===== src/rtl/dma_seq_pkg.sv =====
package dma_seq_pkg;
  typedef enum logic [1:0] {
    AM_CONST = 2'd0,
    AM_INC   = 2'd1,
    AM_SIDX  = 2'd2,
    AM_DIDX  = 2'd3
  } addr_mode_e;

  function automatic logic [2:0] elem_bytes(input logic [1:0] code);
    case (code)
      2'd0:    return 3'd1;
      2'd1:    return 3'd2;
      default: return 3'd4;
    endcase
  endfunction
endpackage


===== src/rtl/dma_addr_side.sv =====
module dma_addr_side
  import dma_seq_pkg::*;
#(
  parameter int AW  = 32,
  parameter int IXW = 16
) (
  input  logic           clk,
  input  logic           rst_n,
  input  logic           load,
  input  logic [AW-1:0]  base,
  input  addr_mode_e     mode,
  input  logic [2:0]     esize,
  input  logic [IXW-1:0] eidx,
  input  logic [IXW-1:0] fidx,
  input  logic           step,
  input  logic           frame_end,
  output logic [AW-1:0]  addr
);
  localparam int PADW = AW - IXW;

  logic [AW-1:0] e_off, f_off, next_addr;

  assign e_off = {{PADW{eidx[IXW-1]}}, eidx};
  assign f_off = {{PADW{fidx[IXW-1]}}, fidx};

  always_comb begin
    case (mode)
      AM_CONST: next_addr = addr;
      AM_INC:   next_addr = addr + AW'(esize);
      AM_SIDX:  next_addr = addr + e_off;
      default:  next_addr = frame_end ? addr + f_off : addr + e_off;
    endcase
  end

  always_ff @(posedge clk or negedge rst_n) begin
    if (!rst_n)    addr <= '0;
    else if (load) addr <= base;
    else if (step) addr <= next_addr;
  end

  AST_CONST_HOLDS: assert property (@(posedge clk) disable iff (!rst_n)
    (mode == AM_CONST && step && !load) |=> $stable(addr));
endmodule


===== src/rtl/dma_pacer.sv =====
module dma_pacer #(
  parameter int TW = 40
) (
  input  logic          clk,
  input  logic          rst_n,
  input  logic          clear,
  input  logic          busy,
  input  logic          free,
  input  logic          sync_req,
  input  logic          step,
  input  logic [TW-1:0] unit,
  input  logic [TW-1:0] left,
  output logic          credit,
  output logic          drop
);
  logic [TW-1:0] pend;
  logic          paced;

  assign paced  = busy && !free;
  assign credit = free || (pend != '0);

  always_ff @(posedge clk or negedge rst_n) begin
    if (!rst_n) begin
      pend <= '0;
      drop <= 1'b0;
    end else begin
      drop <= paced && sync_req && (pend != '0) && !clear;
      if (clear)
        pend <= '0;
      else if (paced && sync_req && pend == '0)
        pend <= (unit < left) ? unit : left;
      else if (paced && step)
        pend <= pend - TW'(1);
    end
  end

  AST_GRANT_NONEMPTY: assert property (@(posedge clk) disable iff (!rst_n)
    (paced && sync_req && pend == '0 && !clear) |=> (pend != '0));
  AST_DROP_KEEPS: assert property (@(posedge clk) disable iff (!rst_n)
    (paced && sync_req && pend != '0 && !step && !clear) |=> $stable(pend));
endmodule


===== src/rtl/dma_addr_seq.sv =====
module dma_addr_seq
  import dma_seq_pkg::*;
#(
  parameter int AW  = 32,
  parameter int ECW = 24,
  parameter int FCW = 16,
  parameter int IXW = 16,
  parameter int SSW = 7
) (
  input  logic           clk,
  input  logic           rst_n,
  input  logic           start_i,
  input  logic [AW-1:0]  src_base_i,
  input  logic [AW-1:0]  dst_base_i,
  input  logic [ECW-1:0] elem_cnt_i,
  input  logic [FCW-1:0] frame_cnt_i,
  input  logic [1:0]     dtype_i,
  input  logic [1:0]     src_mode_i,
  input  logic [1:0]     dst_mode_i,
  input  logic [IXW-1:0] src_eidx_i,
  input  logic [IXW-1:0] dst_eidx_i,
  input  logic [IXW-1:0] src_fidx_i,
  input  logic [IXW-1:0] dst_fidx_i,
  input  logic           pkt_mode_i,
  input  logic [SSW-1:0] sync_sel_i,
  input  logic           frame_sync_i,
  input  logic           block_sync_i,
  input  logic           sync_on_src_i,
  input  logic           sync_req_i,
  output logic           out_valid_o,
  input  logic           out_ready_i,
  output logic [AW-1:0]  rd_addr_o,
  output logic [AW-1:0]  wr_addr_o,
  output logic           busy_o,
  output logic           ev_half_o,
  output logic           ev_frame_o,
  output logic           ev_last_frame_o,
  output logic           ev_block_o,
  output logic           ev_drop_o
);
  localparam int TW = ECW + FCW;

  logic           start_q, busy_q, launch, zero_cnt, step, credit;
  logic [ECW-1:0] ecnt_q, epos_q, half_pt;
  logic [FCW-1:0] fcnt_q, fpos_q;
  logic [TW-1:0]  left_q, unit_q, total_w, unit_w;
  logic [2:0]     esize_q;
  addr_mode_e     smode_q, dmode_q;
  logic [IXW-1:0] seidx_q, deidx_q, sfidx_q, dfidx_q, pkt_sz;
  logic           free_q, last_in_frame, last_frame;

  assign launch   = start_i && !start_q && !busy_q;
  assign zero_cnt = (elem_cnt_i == '0) || (frame_cnt_i == '0);
  assign total_w  = TW'(elem_cnt_i) * TW'(frame_cnt_i);
  assign pkt_sz   = sync_on_src_i ? src_fidx_i : dst_fidx_i;

  always_comb begin
    if (pkt_mode_i)        unit_w = (pkt_sz == '0) ? TW'(1) : TW'(pkt_sz);
    else if (block_sync_i) unit_w = total_w;
    else if (frame_sync_i) unit_w = TW'(elem_cnt_i);
    else                   unit_w = TW'(1);
  end

  assign last_in_frame = (epos_q == ecnt_q - ECW'(1));
  assign last_frame    = (fpos_q == fcnt_q - FCW'(1));
  assign half_pt       = ecnt_q >> 1;
  assign out_valid_o   = busy_q && credit;
  assign step          = out_valid_o && out_ready_i;
  assign busy_o        = busy_q;

  always_ff @(posedge clk or negedge rst_n) begin
    if (!rst_n) begin
      start_q <= 1'b0; busy_q <= 1'b0;
      ecnt_q <= '0; fcnt_q <= '0; epos_q <= '0; fpos_q <= '0;
      left_q <= '0; unit_q <= '0; esize_q <= 3'd1; free_q <= 1'b1;
      smode_q <= AM_CONST; dmode_q <= AM_CONST;
      seidx_q <= '0; deidx_q <= '0; sfidx_q <= '0; dfidx_q <= '0;
      ev_half_o <= 1'b0; ev_frame_o <= 1'b0;
      ev_last_frame_o <= 1'b0; ev_block_o <= 1'b0;
    end else begin
      start_q         <= start_i;
      ev_half_o       <= 1'b0;
      ev_frame_o      <= 1'b0;
      ev_last_frame_o <= 1'b0;
      ev_block_o      <= 1'b0;
      if (launch) begin
        ecnt_q  <= elem_cnt_i;
        fcnt_q  <= frame_cnt_i;
        esize_q <= elem_bytes(dtype_i);
        smode_q <= addr_mode_e'(src_mode_i);
        dmode_q <= addr_mode_e'(dst_mode_i);
        seidx_q <= src_eidx_i;
        deidx_q <= dst_eidx_i;
        sfidx_q <= src_fidx_i;
        dfidx_q <= dst_fidx_i;
        free_q  <= (sync_sel_i == '0);
        unit_q  <= unit_w;
        epos_q  <= '0;
        fpos_q  <= '0;
        left_q  <= zero_cnt ? '0 : total_w;
        busy_q  <= !zero_cnt;
        ev_block_o <= zero_cnt;
      end else if (busy_q && !start_i) begin
        busy_q <= 1'b0;
      end else if (step) begin
        ev_half_o       <= (half_pt != '0) && (epos_q + ECW'(1) == half_pt);
        ev_frame_o      <= last_in_frame;
        ev_last_frame_o <= (epos_q == '0) && last_frame;
        ev_block_o      <= (left_q == TW'(1));
        if (left_q == TW'(1)) busy_q <= 1'b0;
        left_q <= left_q - TW'(1);
        if (last_in_frame) begin
          epos_q <= '0;
          fpos_q <= fpos_q + FCW'(1);
        end else begin
          epos_q <= epos_q + ECW'(1);
        end
      end
    end
  end

  dma_addr_side #(.AW(AW), .IXW(IXW)) src_side_i (
    .clk(clk), .rst_n(rst_n), .load(launch), .base(src_base_i),
    .mode(smode_q), .esize(esize_q), .eidx(seidx_q), .fidx(sfidx_q),
    .step(step), .frame_end(last_in_frame), .addr(rd_addr_o));

  dma_addr_side #(.AW(AW), .IXW(IXW)) dst_side_i (
    .clk(clk), .rst_n(rst_n), .load(launch), .base(dst_base_i),
    .mode(dmode_q), .esize(esize_q), .eidx(deidx_q), .fidx(dfidx_q),
    .step(step), .frame_end(last_in_frame), .addr(wr_addr_o));

  dma_pacer #(.TW(TW)) pacer_i (
    .clk(clk), .rst_n(rst_n), .clear(launch), .busy(busy_q),
    .free(free_q), .sync_req(sync_req_i), .step(step),
    .unit(unit_q), .left(left_q), .credit(credit), .drop(ev_drop_o));

  AST_HOLD_OFFER: assert property (@(posedge clk) disable iff (!rst_n)
    (out_valid_o && !out_ready_i && start_i) |=>
      (out_valid_o && $stable(rd_addr_o) && $stable(wr_addr_o)));
  AST_BLOCK_IDLE: assert property (@(posedge clk) disable iff (!rst_n)
    ev_block_o |-> (!busy_o && !out_valid_o));
  AST_ABORT_STOPS: assert property (@(posedge clk) disable iff (!rst_n)
    (busy_o && !start_i) |=> (!busy_o && !out_valid_o));
  AST_EMPTY_BLOCK: assert property (@(posedge clk) disable iff (!rst_n)
    (launch && zero_cnt) |=> (ev_block_o && !busy_o));
endmodule


===== config.mk =====
export PLATFORM = sky130hd
export DESIGN_NAME = dma_addr_seq
export DESIGN_NICKNAME = d
export VERILOG_FILES = /design/src/rtl/dma_seq_pkg.sv /design/src/rtl/dma_addr_side.sv /design/src/rtl/dma_pacer.sv /design/src/rtl/dma_addr_seq.sv
export SDC_FILE = /design/constraint.sdc
export NUM_CORES = 2
export LEC_CHECK = 0
export ABC_AREA = 1
export BUFFER_PORTS_ARGS = -buffer_cell sky130_fd_sc_hd__buf_4
export CAP_MARGIN = 20
export CORE_ASPECT_RATIO = 0.8
export CORE_MARGIN = 1
export CORE_UTILIZATION = 35
export CTS_BUF_LIST = sky130_fd_sc_hd__clkbuf_8
export CTS_CLUSTER_SIZE = 16
export DETAILED_ROUTE_END_ITERATION = 6
export PLACE_DENSITY = 0.57
export RECOVER_POWER = 25
export SLEW_MARGIN = 10
export SYNTH_ARGS = -nofsm -noshare
export SYNTH_HDL_FRONTEND = slang
export SYNTH_HIERARCHICAL = 1
export SYNTH_SLANG_ARGS = --single-unit
export TNS_END_PERCENT = 10

===== constraint.sdc =====
create_clock -name clk -period 4.14 [get_ports clk]
set_input_delay 0.414 -clock clk [delete_from_list [all_inputs] [get_ports clk]]
set_output_delay 0.414 -clock clk [all_outputs]
set_load 0.005 [all_outputs]

==> summary.txt <==
Status
  – Outcome: finished with violations
  – Violated checks: max-capacitance violations, max-slew violations, negative setup slack

Critical path
  – Worst setup SP type: input port
  – Crit path DAT: around 5500 ps
  – Required time of the critical path: ~4800 ps
  – Class of the most critical setup path: in2reg
  – Crit. End Element: register
  – Crit-path max FO: 12
  – Worst r2r src: ecnt_q[0]
  – Critical path origin: frame_cnt_i[6]

Synth
  – Avg Cell Area, Syn: around 6.3 µm²
  – Synthesis Warnings: 6
  – Gate Count Post-Synth: 7,719
  – Synth top area share: 21.2%
  – Commonest cells post-synth: 2,722 x nand2_1, 1,325 x inv_1, 667 x nor2_1
  – Synth Net Count: 8,517
  – Top-count cell post-synth: nand2_1
  – Synth area leader: nand2_1
  – Cell Area, Synth: between 40,000 and 50,000 µm²
  – Post-synth cell types: between 60 and 70
  – Post-synth EDFFs: 0
  – Async set or reset register ratio after synthesis: 100%
  – Ranking of synthesized cells by area: nand2_1 21%, dfrtp_1 18%, fa_1 13%
  – Synthesized flop and latch total: between 300 and 400
  – Sequential area share after synthesis: between 10% and 20%
  – Top FF cell, synth: dfrtp_1

Power and ir drop
  – P_leak: about 32 nW
  – Comb pwr share: between 80% and 90%
  – VDD IR-drop max: roughly 1.8 mV
  – PD cells: between 1000 and 1500 nW/µm²
  – P_int: between 20 and 30 mW
  – Clk pwr share: under 10%
  – Pwr Total: around 61 mW
  – Sw Ratio: between 50% and 60%
  – Register share of total power: approximately a tenth
  – P_sw: about 33 mW

Hold path
  – Worst min path class: in2reg
  – Hold Startpoint: dst_fidx_i[2]

Place
  – Dpl cell area: roughly 54,000 µm²
  – RePlAce Congestion: about 0.99
  – Dpl hpwl: approximately 150,000 µm
  – Port Buf Inserts: 260

Flow run
  – Max_cap viols: 1

Global routing
  – Tot GR Track Use: about a quarter
  – GR Overflow Total: 0
  – Vias in the first global route: ~49,000
  – Largest net degree at the start of global routing: 94
  – First-pass GRT wire length: ~290,000 µm
  – Antenna violations before repair: 15

Die
  – Die H: ~330 µm
  – Site row count: approximately 120
  – Die X: around 420 µm
  – Initial Util: a little over a third
  – Core Footprint: around 140,000 µm²
  – Total Die Area: between 100,000 and 150,000 µm²
  – Ports: 261

STA
  – Slew HR: -83.1%
  – Tmin final: 4880 ps
  – Least-Margin Pin Slew: around 2700 ps
  – RSZ-0062 raised after global routing: yes
  – Final setup vio count: 64
  – Final Max Tran Viols: 93
  – Final worst-path cycle share: 118%
  – PnR worst setup slack: -736 ps
  – Setup Skew: ~68 ps
  – Fmax: ~200 MHz
  – Setup TNS: -38,160 ps
  – Final hold violations: 0

Clocking
  – Clk buf depth: 3
  – Clock root buffer: clkbuf_8
  – CTS HTree Levels: 3
  – Num CTS Buffers: 70
  – Reg clk slew, reported paths: ~60 ps
  – Later-pin clock latency in the skew report: 810 ps
  – CTS tree: done
  – Clock tree sinks: about 340

Layout
  – Share of cells above drive strength 1: 13.5%
  – Final instance area: a little under 60,000 µm²
  – Area Overhead vs Synth: 21.4%
  – FILL cells: ~15,000
  – Nets: roughly 9,000

Route
  – 1st-pass router iterations: 7
  – Number of vias per cell: just over 5
  – Wirelength per Cell: 18.5 µm
  – DR vias: just over 50,000
  – Routed WL: ~190,000 µm
  – DRT antenna net count: 0
  – Initial DRC count: a little under 5,000
  – Remaining DRCs: 0
[metrics by stage]
step                utilization, %  hold WS, ps  setup slack [ps]  cells
detailed placement            39.9          466             -1720   9884
global placement              39.9          459             -1730   9884
global route                  42.9         18.6              -927  10154
finish                        42.9         53.3              -736  10155
CTS                           42.6        0.831              -639  10140
floorplan                        -          118             -1150   7719
[placed cells by master (no fill, tap or decap), drive strengths merged, types with 90 or more instances in the layout]
cell,count
xor2,125
nand2,2739
o21ai,250
ha,296
fa,312
dfrtp,341
clkbuf,93
xnor2,90
nand4,97
a21oi,254
nand3,566
dlygate4sd3,118
nor2,697
inv,1353
buf,603
[cells by family after synthesis]
logic type	synth area share, %
AND/OR/NAND/NOR	37.0
buffers and inverters	13.1
AO/OA/AOI/OAI	7.59
adder cells (fa/ha/maj)	20.6
flip-flops	17.8
XOR/XNOR	3.96
[repair_timing]
action                     in CTS  in global routing
gates resized for setup       232                105
pin swaps                      84                 61
hold buffers                  118                  0
hold endpoints to repair      204                  0
setup buffers                  15                  5
cloned                          0                  1
setup endpoints to repair      66                 66
[flip-flops by register name, summed over array words and instances, names as in the netlist, 3 cells and up]
name and count:
src_side_i/addr 32, esize_q 3, deidx_q 16, fpos_q 16, ecnt_q 24, sfidx_q 16, seidx_q 16, epos_q 24
dst_side_i/addr 32, unit_q 40, left_q 40, pacer_i/pend 40, dfidx_q 16, fcnt_q 16
[worst paths after layout]
path                       cells after the start  slack (ps)                  end
setup / recovery                              25        -740           left_q[27]
hold / removal                                 3          50           dfidx_q[2]
setup reg to reg                              17         250  dst_side_i/addr[29]
hold reg to reg                                2         480               free_q
max in group asynchronous                      3         510           esize_q[1]
min in group asynchronous                      2        1010           epos_q[12]
[area by class of cell]
cell class                 instances  area, µm²  share of cell area (%)
antenna                            8       20.0                  0.0341
sequential                       343       8590                    14.6
inverter                        1344       5050                    8.61
multi-input combinational       5762      34800                    59.4
tap                             1845       2310                    3.94
clock inverter                    39        333                   0.568
clock buffer                      85       1170                    2.00
timing repair buffer             729       6350                    10.8
[critical path, cell delays in order]
cell and delay, ps:
buf_12 130, buf_12 140, nand2_1 50, inv_1 50, fa_1 520, inv_1 60, fa_2 560, inv_1 50
fa_1 460, ha_1 290, inv_1 50, fa_1 530, inv_1 60, fa_1 490, ha_4 330, nand2_1 140
nor2_2 200, a21o_1 250, nand4_1 220, o211ai_1 150, nand2_1 110, nand3_2 70, nand2_1 50, nand2_1 60
nand2_1 50
[power groups by stage]
stage	clock [mW]	sequential, mW	combinational [mW]
3_3_place_gp	0	6.47	42.5
3_5_place_dp	0	6.46	42.7
4_1_cts	4.15	6.42	47.7
6_report	4.05	6.48	50.8
2_1_floorplan	0	5.44	26.8
5_1_grt	4.27	6.58	55.7
[metal layers]
layer  global-route usage (%)  vias to the layer above  share of wire (%)  wire length [µm]
met4                     7.20                        0                2.8              5180
met3                     3.93                      247                6.9             12900
met2                     40.8                     1710                 43             80900
li1                         -                    24859                  -                 -
met1                     38.8                    24437                 47             88500
met5                        0                        -                  0                 0
No activity file was read; power rests on OpenSTA's default activity.
